[src/rtl/f2h_pkg.sv]
package f2h_pkg;
  parameter int IN_EXP_W  = 8;
  parameter int IN_MAN_W  = 23;
  parameter int OUT_EXP_W = 5;
  parameter int OUT_MAN_W = 10;

  localparam int IN_W       = 1 + IN_EXP_W + IN_MAN_W;
  localparam int OUT_W      = 1 + OUT_EXP_W + OUT_MAN_W;
  localparam int OUT_MAG_W  = OUT_W - 1;
  localparam int IN_BIAS    = 2 ** (IN_EXP_W - 1) - 1;
  localparam int OUT_BIAS   = 2 ** (OUT_EXP_W - 1) - 1;
  localparam int BIAS_DIFF  = IN_BIAS - OUT_BIAS;
  localparam int DROP_W     = IN_MAN_W - OUT_MAN_W;
  localparam int SIG_W      = IN_MAN_W + 1;
  localparam int SH_BASE    = DROP_W + 1 + BIAS_DIFF;
  localparam int SUB_MIN_EXP = SH_BASE - SIG_W;
  localparam int OVF_EXP    = BIAS_DIFF + 2 ** OUT_EXP_W - 1;
  localparam int SH_W       = IN_EXP_W + 1;

  typedef enum logic [2:0] {
    PATH_ZERO,
    PATH_SUB,
    PATH_NORM,
    PATH_OVF,
    PATH_SPEC
  } path_e;

  // nearest-even increment decision
  function automatic logic rne_up(input logic lsb, input logic rb, input logic sticky);
    return rb & (sticky | lsb);
  endfunction
endpackage

[src/rtl/f2h_classify.sv]
module f2h_classify
  import f2h_pkg::*;
(
  input  logic [IN_EXP_W-1:0] exp_i,
  output path_e               path_o,
  output logic [SH_W-1:0]     sh_o
);
  always_comb begin
    if (exp_i == '1)                               path_o = PATH_SPEC;
    else if (exp_i >= IN_EXP_W'(OVF_EXP))          path_o = PATH_OVF;
    else if (exp_i > IN_EXP_W'(BIAS_DIFF))         path_o = PATH_NORM;
    else if (exp_i >= IN_EXP_W'(SUB_MIN_EXP))      path_o = PATH_SUB;
    else                                           path_o = PATH_ZERO;
  end

  // only meaningful on the subnormal path
  assign sh_o = SH_W'(SH_BASE) - SH_W'(exp_i);
endmodule

[src/rtl/f2h_norm_path.sv]
module f2h_norm_path
  import f2h_pkg::*;
(
  input  logic [IN_EXP_W-1:0]  exp_i,
  input  logic [IN_MAN_W-1:0]  man_i,
  output logic [OUT_MAG_W-1:0] mag_o
);
  logic [IN_EXP_W-1:0]  exp_d;
  logic [OUT_MAG_W-1:0] trunc;
  logic                 inc;

  assign exp_d = exp_i - IN_EXP_W'(BIAS_DIFF);
  assign trunc = {exp_d[OUT_EXP_W-1:0], man_i[IN_MAN_W-1 -: OUT_MAN_W]};
  assign inc   = rne_up(man_i[DROP_W], man_i[DROP_W-1], |man_i[DROP_W-2:0]);
  // carry out of the mantissa lands in the exponent field
  assign mag_o = trunc + OUT_MAG_W'(inc);
endmodule

[src/rtl/f2h_sub_path.sv]
module f2h_sub_path
  import f2h_pkg::*;
(
  input  logic [IN_MAN_W-1:0]  man_i,
  input  logic [SH_W-1:0]      sh_i,
  output logic [OUT_MAG_W-1:0] mag_o
);
  logic [SIG_W-1:0] sig;
  logic [SIG_W-1:0] kept;
  logic [SIG_W-1:0] below;
  logic [SH_W-1:0]  rb_pos;
  logic             rb;
  logic             sticky;
  logic             inc;

  assign sig    = {1'b1, man_i};
  assign rb_pos = sh_i - SH_W'(1);
  assign kept   = sig >> sh_i;

  for (genvar i = 0; i < SIG_W; i++) begin : g_below
    assign below[i] = (SH_W'(i) < rb_pos);
  end

  assign rb     = |(sig & (SIG_W'(1) << rb_pos));
  assign sticky = |(sig & below);
  assign inc    = rne_up(kept[0], rb, sticky);
  assign mag_o  = OUT_MAG_W'(kept) + OUT_MAG_W'(inc);
endmodule

[src/rtl/f2h_special.sv]
module f2h_special
  import f2h_pkg::*;
(
  input  logic [IN_MAN_W-1:0]  man_i,
  output logic [OUT_MAG_W-1:0] mag_o
);
  logic [OUT_MAN_W-1:0] quiet;

  assign quiet = (man_i != '0) ? OUT_MAN_W'(1) << (OUT_MAN_W - 1) : '0;
  assign mag_o = {{OUT_EXP_W{1'b1}}, man_i[IN_MAN_W-1 -: OUT_MAN_W] | quiet};
endmodule

[src/rtl/f2h_conv.sv]
module f2h_conv
  import f2h_pkg::*;
(
  input  logic             clk_i,
  input  logic             rst_ni,
  input  logic             in_valid_i,
  input  logic [IN_W-1:0]  in_data_i,
  output logic             out_valid_o,
  output logic [OUT_W-1:0] out_data_o
);
  localparam logic [OUT_MAG_W-1:0] INF_MAG = {{OUT_EXP_W{1'b1}}, {OUT_MAN_W{1'b0}}};

  logic                 sgn;
  logic [IN_EXP_W-1:0]  exp_f;
  logic [IN_MAN_W-1:0]  man_f;
  path_e                path;
  logic [SH_W-1:0]      sh;
  logic [OUT_MAG_W-1:0] norm_mag, sub_mag, spec_mag, mag;

  assign sgn   = in_data_i[IN_W-1];
  assign exp_f = in_data_i[IN_W-2 -: IN_EXP_W];
  assign man_f = in_data_i[IN_MAN_W-1:0];

  f2h_classify u_cls  (.exp_i(exp_f), .path_o(path), .sh_o(sh));
  f2h_norm_path u_norm (.exp_i(exp_f), .man_i(man_f), .mag_o(norm_mag));
  f2h_sub_path u_sub  (.man_i(man_f), .sh_i(sh), .mag_o(sub_mag));
  f2h_special u_spec  (.man_i(man_f), .mag_o(spec_mag));

  always_comb begin
    unique case (path)
      PATH_SPEC: mag = spec_mag;
      PATH_OVF:  mag = INF_MAG;
      PATH_NORM: mag = norm_mag;
      PATH_SUB:  mag = sub_mag;
      default:   mag = '0;
    endcase
  end

  always_ff @(posedge clk_i or negedge rst_ni) begin
    if (!rst_ni) begin
      out_valid_o <= 1'b0;
      out_data_o  <= '0;
    end else begin
      out_valid_o <= in_valid_i;
      if (in_valid_i) out_data_o <= {sgn, mag};
    end
  end
endmodule

[config.mk]
export PLATFORM = sky130hd
export DESIGN_NAME = f2h_conv
export DESIGN_NICKNAME = d
export VERILOG_FILES = /design/src/rtl/f2h_pkg.sv /design/src/rtl/f2h_classify.sv /design/src/rtl/f2h_norm_path.sv /design/src/rtl/f2h_sub_path.sv /design/src/rtl/f2h_special.sv /design/src/rtl/f2h_conv.sv
export SDC_FILE = /design/constraint.sdc
export NUM_CORES = 1
export LEC_CHECK = 0
export ABC_AREA = 1
export ABC_CLOCK_PERIOD_IN_PS = 900
export BUFFER_PORTS_ARGS = -buffer_cell sky130_fd_sc_hd__buf_2
export CAP_MARGIN = 25
export CORE_AREA = 2 2 118 120
export DETAILED_ROUTE_END_ITERATION = 10
export DIE_AREA = 0 0 120 122
export PLACE_DENSITY = 0.55
export RECOVER_POWER = 25
export SLEW_MARGIN = 20
export SYNTH_ARGS = -nofsm -noshare
export SYNTH_HDL_FRONTEND = slang
export SYNTH_SLANG_ARGS = --single-unit
[constraint.sdc]
create_clock -name clk_i -period 0.9 [get_ports clk_i]
set_input_delay 0.18 -clock clk_i [delete_from_list [all_inputs] [get_ports clk_i]]
set_output_delay 0.18 -clock clk_i [all_outputs]
set_load 0.01 [all_outputs]
**Word level (Yosys, flattened, before mapping)**

Index checks and enable logic that the tools add are counted.

- Register bits: 17
- Word-level logic and storage cells: 58
- Bits of input ports: 35
- Latch bits: 0
- Memories kept: 0
- Output and inout bits: 17
- Memory bits (writable): 0
- Bits in read-only memories: 0

- Div/mod/pow operators: 0
- Reduce and logical (&&, ||, !) cells: 4
- Multiply operators: 0
- $lt $le $gt $ge: 27
- Add/sub/neg operators: 5
- Shifts and indexed selects: 2
- Multiplexer cells: 6
- Bitwise gates (word level): 7
- Equality and inequality tests: 5

Operators by type and width:

| operator | number |
|---|---|
| 4-bit by 9-bit < comparator with 1-bit output, first input constant | 8 |
| 5-bit by 9-bit < comparator with 1-bit output, first input constant | 8 |
| 15-bit one-hot mux with 4 select lines | 1 |
| 24-bit AND | 2 |
| 24-bit OR reduction | 2 |
| 3-bit by 9-bit < comparator with 1-bit output, first input constant | 4 |
| 15-bit by 1-bit adder with 15-bit output | 2 |
| 1-bit by 9-bit << shifter with 24-bit output, first input constant | 1 |
| 24-bit by 9-bit >> shifter with 15-bit output | 1 |
| 23-bit nonzero test | 1 |
| 1-bit by 9-bit < comparator with 1-bit output, first input constant | 2 |
| 2-bit by 9-bit < comparator with 1-bit output, first input constant | 2 |
| 12-bit OR reduction | 1 |
| 10-bit 2-to-1 mux | 1 |
| 10-bit bitwise OR | 1 |
| 3-bit 2-to-1 mux | 3 |
| 7-bit by 8-bit subtractor with 9-bit output, first input constant | 1 |
| 9-bit by 1-bit subtractor with 9-bit output, second input constant | 1 |
| 8-bit == test, second input constant | 1 |
| 8-bit by 7-bit >= comparator with 1-bit output, second input constant | 1 |
| 8-bit >= comparator, second input constant | 1 |
| 8-bit by 7-bit > comparator with 1-bit output, second input constant | 1 |
| 3-bit by 2-bit == test with 1-bit output, second input constant | 2 |
| 5-bit subtractor, second input constant | 1 |
| other kinds (5) | 7 |

**Logic depth before layout (Yosys ltp)**

- Depth in word-level cells: 9
- Gate-level depth with buffers: 30
- Mapped depth without buffers: 30

**By module**

Synthesis repeated with hierarchy kept, for this count alone.

- Cells, all modules: 843
- Area, all modules: 4509.3 um2

Modules (own cells, without submodules):

| module | sequential area each (um2) | area an instance (um2) | cells an instance | instances |
|---|---|---|---|---|
| f2h_sub_path | 0.0 | 2607.5 | 532 | 1 |
| f2h_conv | 425.4 | 1016.0 | 142 | 1 |
| f2h_norm_path | 0.0 | 410.4 | 84 | 1 |
| f2h_classify | 0.0 | 282.8 | 48 | 1 |
| f2h_special | 0.0 | 192.7 | 37 | 1 |

**Worst setup path before layout**

OpenSTA, ideal clock, no wires.

- Path kind: input to register
- Start: input port in_data_i[23]
- End: register out_data_o[14]
- Data required time: 780 ps
- Library setup time: 120 ps
- Buffers on the path: 1
- Arrival time: 3358 ps
- Slack: -2578 ps
- Stages: 28
- Cells stage by stage: inv_2 -> clkbuf_1 -> ha_1 -> nor2_2 -> nand2_2 -> nor2_2 -> nand3_2 -> a21oi_4 -> nand2_4 -> nor2_2 -> nand3_1 -> nand2_1 -> nor2_1 -> nand2_1 -> nand2_1 -> nand2_1 -> nor2_4 -> nor2_8 -> ha_1 -> inv_1 -> nor2_4 -> nand2_2 -> nor2_4 -> nand4_1 -> nand2_1 -> nor2_1 -> o21ai_1 -> nand2_1

- Longest elaborated chain between the ends: 9
- Elaborated cells on any way between the ends: 50
- Classes of those cells: add/sub (5); order compare (27); eq/ne (5); shift (2); mux (5); bitwise (4); reduce/logical (2)

RTL lines:

| item | RTL line | text |
|---|---|---|
| start: declaration | f2h_conv.sv:7 | `input logic [IN_W-1:0] in_data_i,` |
| 7-bit by 8-bit subtractor with 9-bit output | f2h_classify.sv:17 | `assign sh_o = SH_W'(SH_BASE) - SH_W'(exp_i);` |
| 9-bit by 1-bit subtractor with 9-bit output | f2h_sub_path.sv:17 | `assign rb_pos = sh_i - SH_W'(1);` |
| 1-bit by 9-bit < comparator with 1-bit output (tied with other cells) | f2h_sub_path.sv:21 | `assign below[i] = (SH_W'(i) < rb_pos);` |
| 24-bit AND | f2h_sub_path.sv:25 | `assign sticky = \|(sig & below);` |
| 24-bit OR reduction | f2h_sub_path.sv:25 |  |
| 1-bit bitwise OR | f2h_pkg.sv:30 | `return rb & (sticky \| lsb);` |
| 1-bit AND | f2h_pkg.sv:30 |  |
| 15-bit by 1-bit adder with 15-bit output | f2h_sub_path.sv:27 | `assign mag_o = OUT_MAG_W'(kept) + OUT_MAG_W'(inc);` |
| 15-bit one-hot mux with 4 select lines * | f2h_conv.sv:30 | `unique case (path)` |
| end signal: assignment | f2h_conv.sv:45 | `if (in_valid_i) out_data_o <= {sgn, mag};` |
| end: declaration | f2h_conv.sv:9 | `output logic [OUT_W-1:0] out_data_o` |

Mark *: on every way between the ends. The rest lies on a longest branch, timed or not.
A chain may end at the register's enable or synchronous reset.

**Worst setup path after layout**

Same ends and word-level chain as after synthesis.

==> impl_summary.md <==
Worst setup path
In this run the worst path has a maximum fanout of 6. The startpoint type of the worst setup path is an input port. The worst setup path is captured at a register. Counting cells, the worst reg-to-reg path comes to 4. The arrival time at the worst endpoint is 3.10 ns. The required time reported for the critical path endpoint is 1.04 ns.

The critical path in this run is classified as in -> reg.

Clock tree
The clock latency of the later-clocked register in the worst-skew pair is 0.25 ns. In this run the deepest clock path goes through 2 buffers. The number of clock sinks is 17. Clock-pin slew was measured on the worst setup and hold paths at 0.05 ns. The number of CTS-inserted buffers is 3. The library cell used as clock root buffer is clkbuf_16. In this run the number of H-tree levels came out at 1. The CTS tree is done.

Final layout
After the last flow step, the layout net total stands at between 1000 and 1500. For this run, the share of the core covered by cells in the final layout is about half. Counting the fill cells in the layout gives 1389. The synthesis-to-layout area growth is 71.0%. Once layout is done, the placed cells without fillers occupy 6720 sq um.

The number of antenna diodes in the final layout is 0. In the final layout, the share of cells above drive strength 1 is 41.5%.

Placement
After detailed placement, the total cell area comes to 6030 sq um. Timing analysis after detailed placement gives a worst setup slack of -2.52 ns. The final weighted congestion of routability-driven global placement is 1.02. Buffers placed on the I/O ports in this run total 51.

The estimated wirelength of the detail-placed design is between 10000 and 15000 um.

Route
In the final routed layout, each cell accounts on average for 14.4 um. The via count normalized by instance count is 4.92. The number of detailed-route iterations in the first pass is 5. The count of nets left with antenna violations once routing finished came out at 0. The final layout contains routed wiring with a total length of between 15000 and 20000 um. The number of remaining DRC errors is 0. The via count of the routed design is 5855. The iteration-0 DRC count of the detailed router is 450.

Floorplan
The die covers 14600 sq um. The x dimension of the die is between 100 and 150 um. After floorplanning, the core was divided into 43 placement rows. The initial utilization of the core area, before any placement, comes to just under 30%.

The number of top-level design ports is 52. In this run the standard cell core region covers around 14000 sq um. The die is ~120 um tall.

Power and ir drop
The switching fraction of total power is 42.8%. Dividing total power by cell area gives a power density of 790 nW/um^2. The net switching power is 2.27 mW. The worst-case IR drop observed on VDD is 0.000643 V. Internal power comes to 3.03 mW.

The part of the total power dissipated in combinational logic is between 60% and 70%. Of the total power, registers draw between 15 and 20%. Summed over all cells, the static leakage comes to 3.55 nW. The clock network is responsible for 16.9% of the overall power.

Flow run
The tool flagged a number of max-cap violations equal to 0.

STA
The number of hold violations in the final report was 0. Across the routed clock network, the largest skew measured is 0 ns. Static timing analysis puts the maximum clock frequency at 0.338 GHz.

At the pin with the least slew margin, the transition time is 0.538 ns. The max-slew headroom at the worst pin is 63.7%. The final setup violation count is 32. Setup repair after global routing could not meet its margin everywhere. The post-route setup TNS is -28.99 ns. The minimum clock period is 2.96 ns. The final critical path takes up 329% of the cycle.

Once routing completed, OpenROAD measured the worst setup slack at -2.06 ns. The final count of pins violating max slew is 0.

Yosys
The sequential-to-total area share from yosys stat is 10.8%. The number of standard cells after synthesis is a little over 700. The async set or reset register ratio after synthesis is 100%. The number of warnings reported in the yosys synthesis log is 0. The number of nets produced by synthesis is 764. The flip-flop and latch count after synthesis is 17. The mean cell area of the mapped netlist is 5.44 sq um. Counting flops with a built-in enable in the synthesized netlist gives 0.

After synthesis, the netlist uses 54 different library cells. The post-synthesis instance area is 3930 sq um. The primary flip-flop cell chosen by synthesis mapping is dfrtp_1.

Hold path
The worst min-delay path category is in -> reg. The worst hold path passes through 3 cells.

Global routing
The global-route total usage across every layer is 22.7%. The first global-routing pass estimated 26900 um of wire. The via count of the first global-routing pass is 5544. Entering global routing, the biggest net connects 24 pins. The initial antenna violation count is 0. For this run the aggregate overflow at the end of global routing stands at 0.

Status
The checks that failed: negative setup slack. The flow ran to the end, but the final reports show violations.
==> what timing repair did <==
action / CTS / global route
endpoints found under the hold margin: 17 / 0
setup endpoints to repair: 32 / 32
pin swaps: 43 / 30
hold buffers: 1 / 0
buffers inserted: 14 / 15
cloned: 0 / 2
resized for setup: 34 / 56
==> cell usage in the layout (no fill, tap or decap), types with 2 or more instances in the layout <==
cell,count
o211ai_1,3
clkbuf_16,4
buf_2,49
xor2_1,4
buf_6,9
dfrtp_1,17
a21boi_1,2
a21oi_1,17
nor3_1,9
nand3_1,88
o21ai_2,4
nor2_4,18
o21ai_1,18
buf_12,4
nand2_1,233
nor2_1,44
o22ai_1,2
inv_2,4
inv_1,73
ha_1,3
nand4_1,20
clkbuf_1,2
nand3_2,15
a21oi_2,6
nand3_4,3
clkinv_1,2
nand2_4,8
nand2_2,24
o21ai_0,33
a31oi_1,8
buf_4,239
nand2_8,2
ha_4,3
or2_2,2
nor2_2,7
nor2_8,2
==> critical path: stages <==
cell	delay [ns]
buf_6	0.10
buf_8	0.13
inv_12	0.05
ha_4	0.20
nor2_4	0.11
nand2_4	0.08
nor2_4	0.13
nand3_4	0.10
a21oi_4	0.19
nand2_4	0.12
buf_4	0.16
nor3_2	0.10
nor2_1	0.07
a21oi_2	0.15
inv_1	0.07
nand2_2	0.08
nor2_4	0.05
nor2_8	0.08
ha_4	0.13
inv_2	0.04
nor2_4	0.10
nand2_4	0.07
nor2_4	0.18
nand4_1	0.11
nand2_1	0.09
nor2_1	0.04
o21ai_1	0.11
nand2_1	0.06
==> layout make-up <==
class	instances	area, sq um	share of cell area [%]
clock buffers	4	78.8	1.17
inverters	82	332	4.94
multi-input cells	600	3370	50.2
flip-flops and latches	17	425	6.33
well taps	180	225	3.35
repair buffers	306	2280	33.9
repair inverters	1	6.26	0.0931
==> power by group through the flow <==
stage	logic, mW	registers, mW	clock network [mW]
global route	3.82	0.900	0.943
floorplan	1.49	0.938	0
CTS	3.23	0.892	0.900
finish	3.52	0.892	0.895
global placement	3.06	0.904	0
detailed placement	3.06	0.904	0
==> registers in the layout, indices dropped and copies added (netlist names) <==
| register | cells |
|---|---|
| out_data_o | 16 |
| out_valid_o | 1 |
==> kinds of logic after synthesis <==
group	after synthesis	share of synthesized area, %
compound gates	108	16.0
xor+xnor	6	1.53
fa+ha+maj	7	2.23
buf+inv	105	11.3
flops	17	10.8
mux	1	0.255
simple gates	478	57.9
==> Yosys cell counts, drive strengths merged (2+ instances only) <==
library cell / instances / area share (%)
a21boi: 2 / 0.38
buf: 15 / 2.7
a21oi: 24 / 3.3
or2: 2 / 0.32
nand4: 21 / 3.5
a31oi: 8 / 1.3
nor2: 71 / 10
xor2: 5 / 1.3
o311ai: 2 / 0.45
clkbuf: 8 / 0.76
nand2: 267 / 28
o21bai: 2 / 0.48
nor3: 10 / 1.4
nand3: 106 / 15
clkinv: 2 / 0.19
o21ai: 56 / 7.2
inv: 80 / 7.7
ha: 7 / 2.2
o22ai: 2 / 0.32
o211ai: 3 / 0.57
dfrtp: 17 / 11
==> layer usage <==
metal,vias up,share of wire (%),global-route usage [%]
li1,2966,-,-
met1,2669,44,29.8
met2,185,49,39.6
met3,35,5.0,2.29
met4,0,2.4,5.96
met5,-,0,0
==> final timing paths <==
path	startpoint	end	slack, ns
worst max-delay path	in_data_i[23]	out_data_o[14]	-2.06
worst max register to register	out_data_o[1]	out_data_o[1]	0.07
max in group asynchronous	rst_ni	out_data_o[13]	0.18
worst min-delay path	in_data_i[31]	out_data_o[15]	0.13
worst min register to register	out_data_o[11]	out_data_o[11]	0.47
min in group asynchronous	rst_ni	out_data_o[7]	0.42
==> through the flow <==
step / power, mW / cells / hold slack [ns]
finish: 5.30 / 1190 / 0.129
global route: 5.67 / 1190 / 0.136
CTS: 5.02 / 1173 / 0.129
detailed placement: 3.97 / 1154 / 0.119
global placement: 3.97 / 1154 / 0.119
floorplan: 2.43 / 722 / -0.116
(Power assumes the default switching activity.)
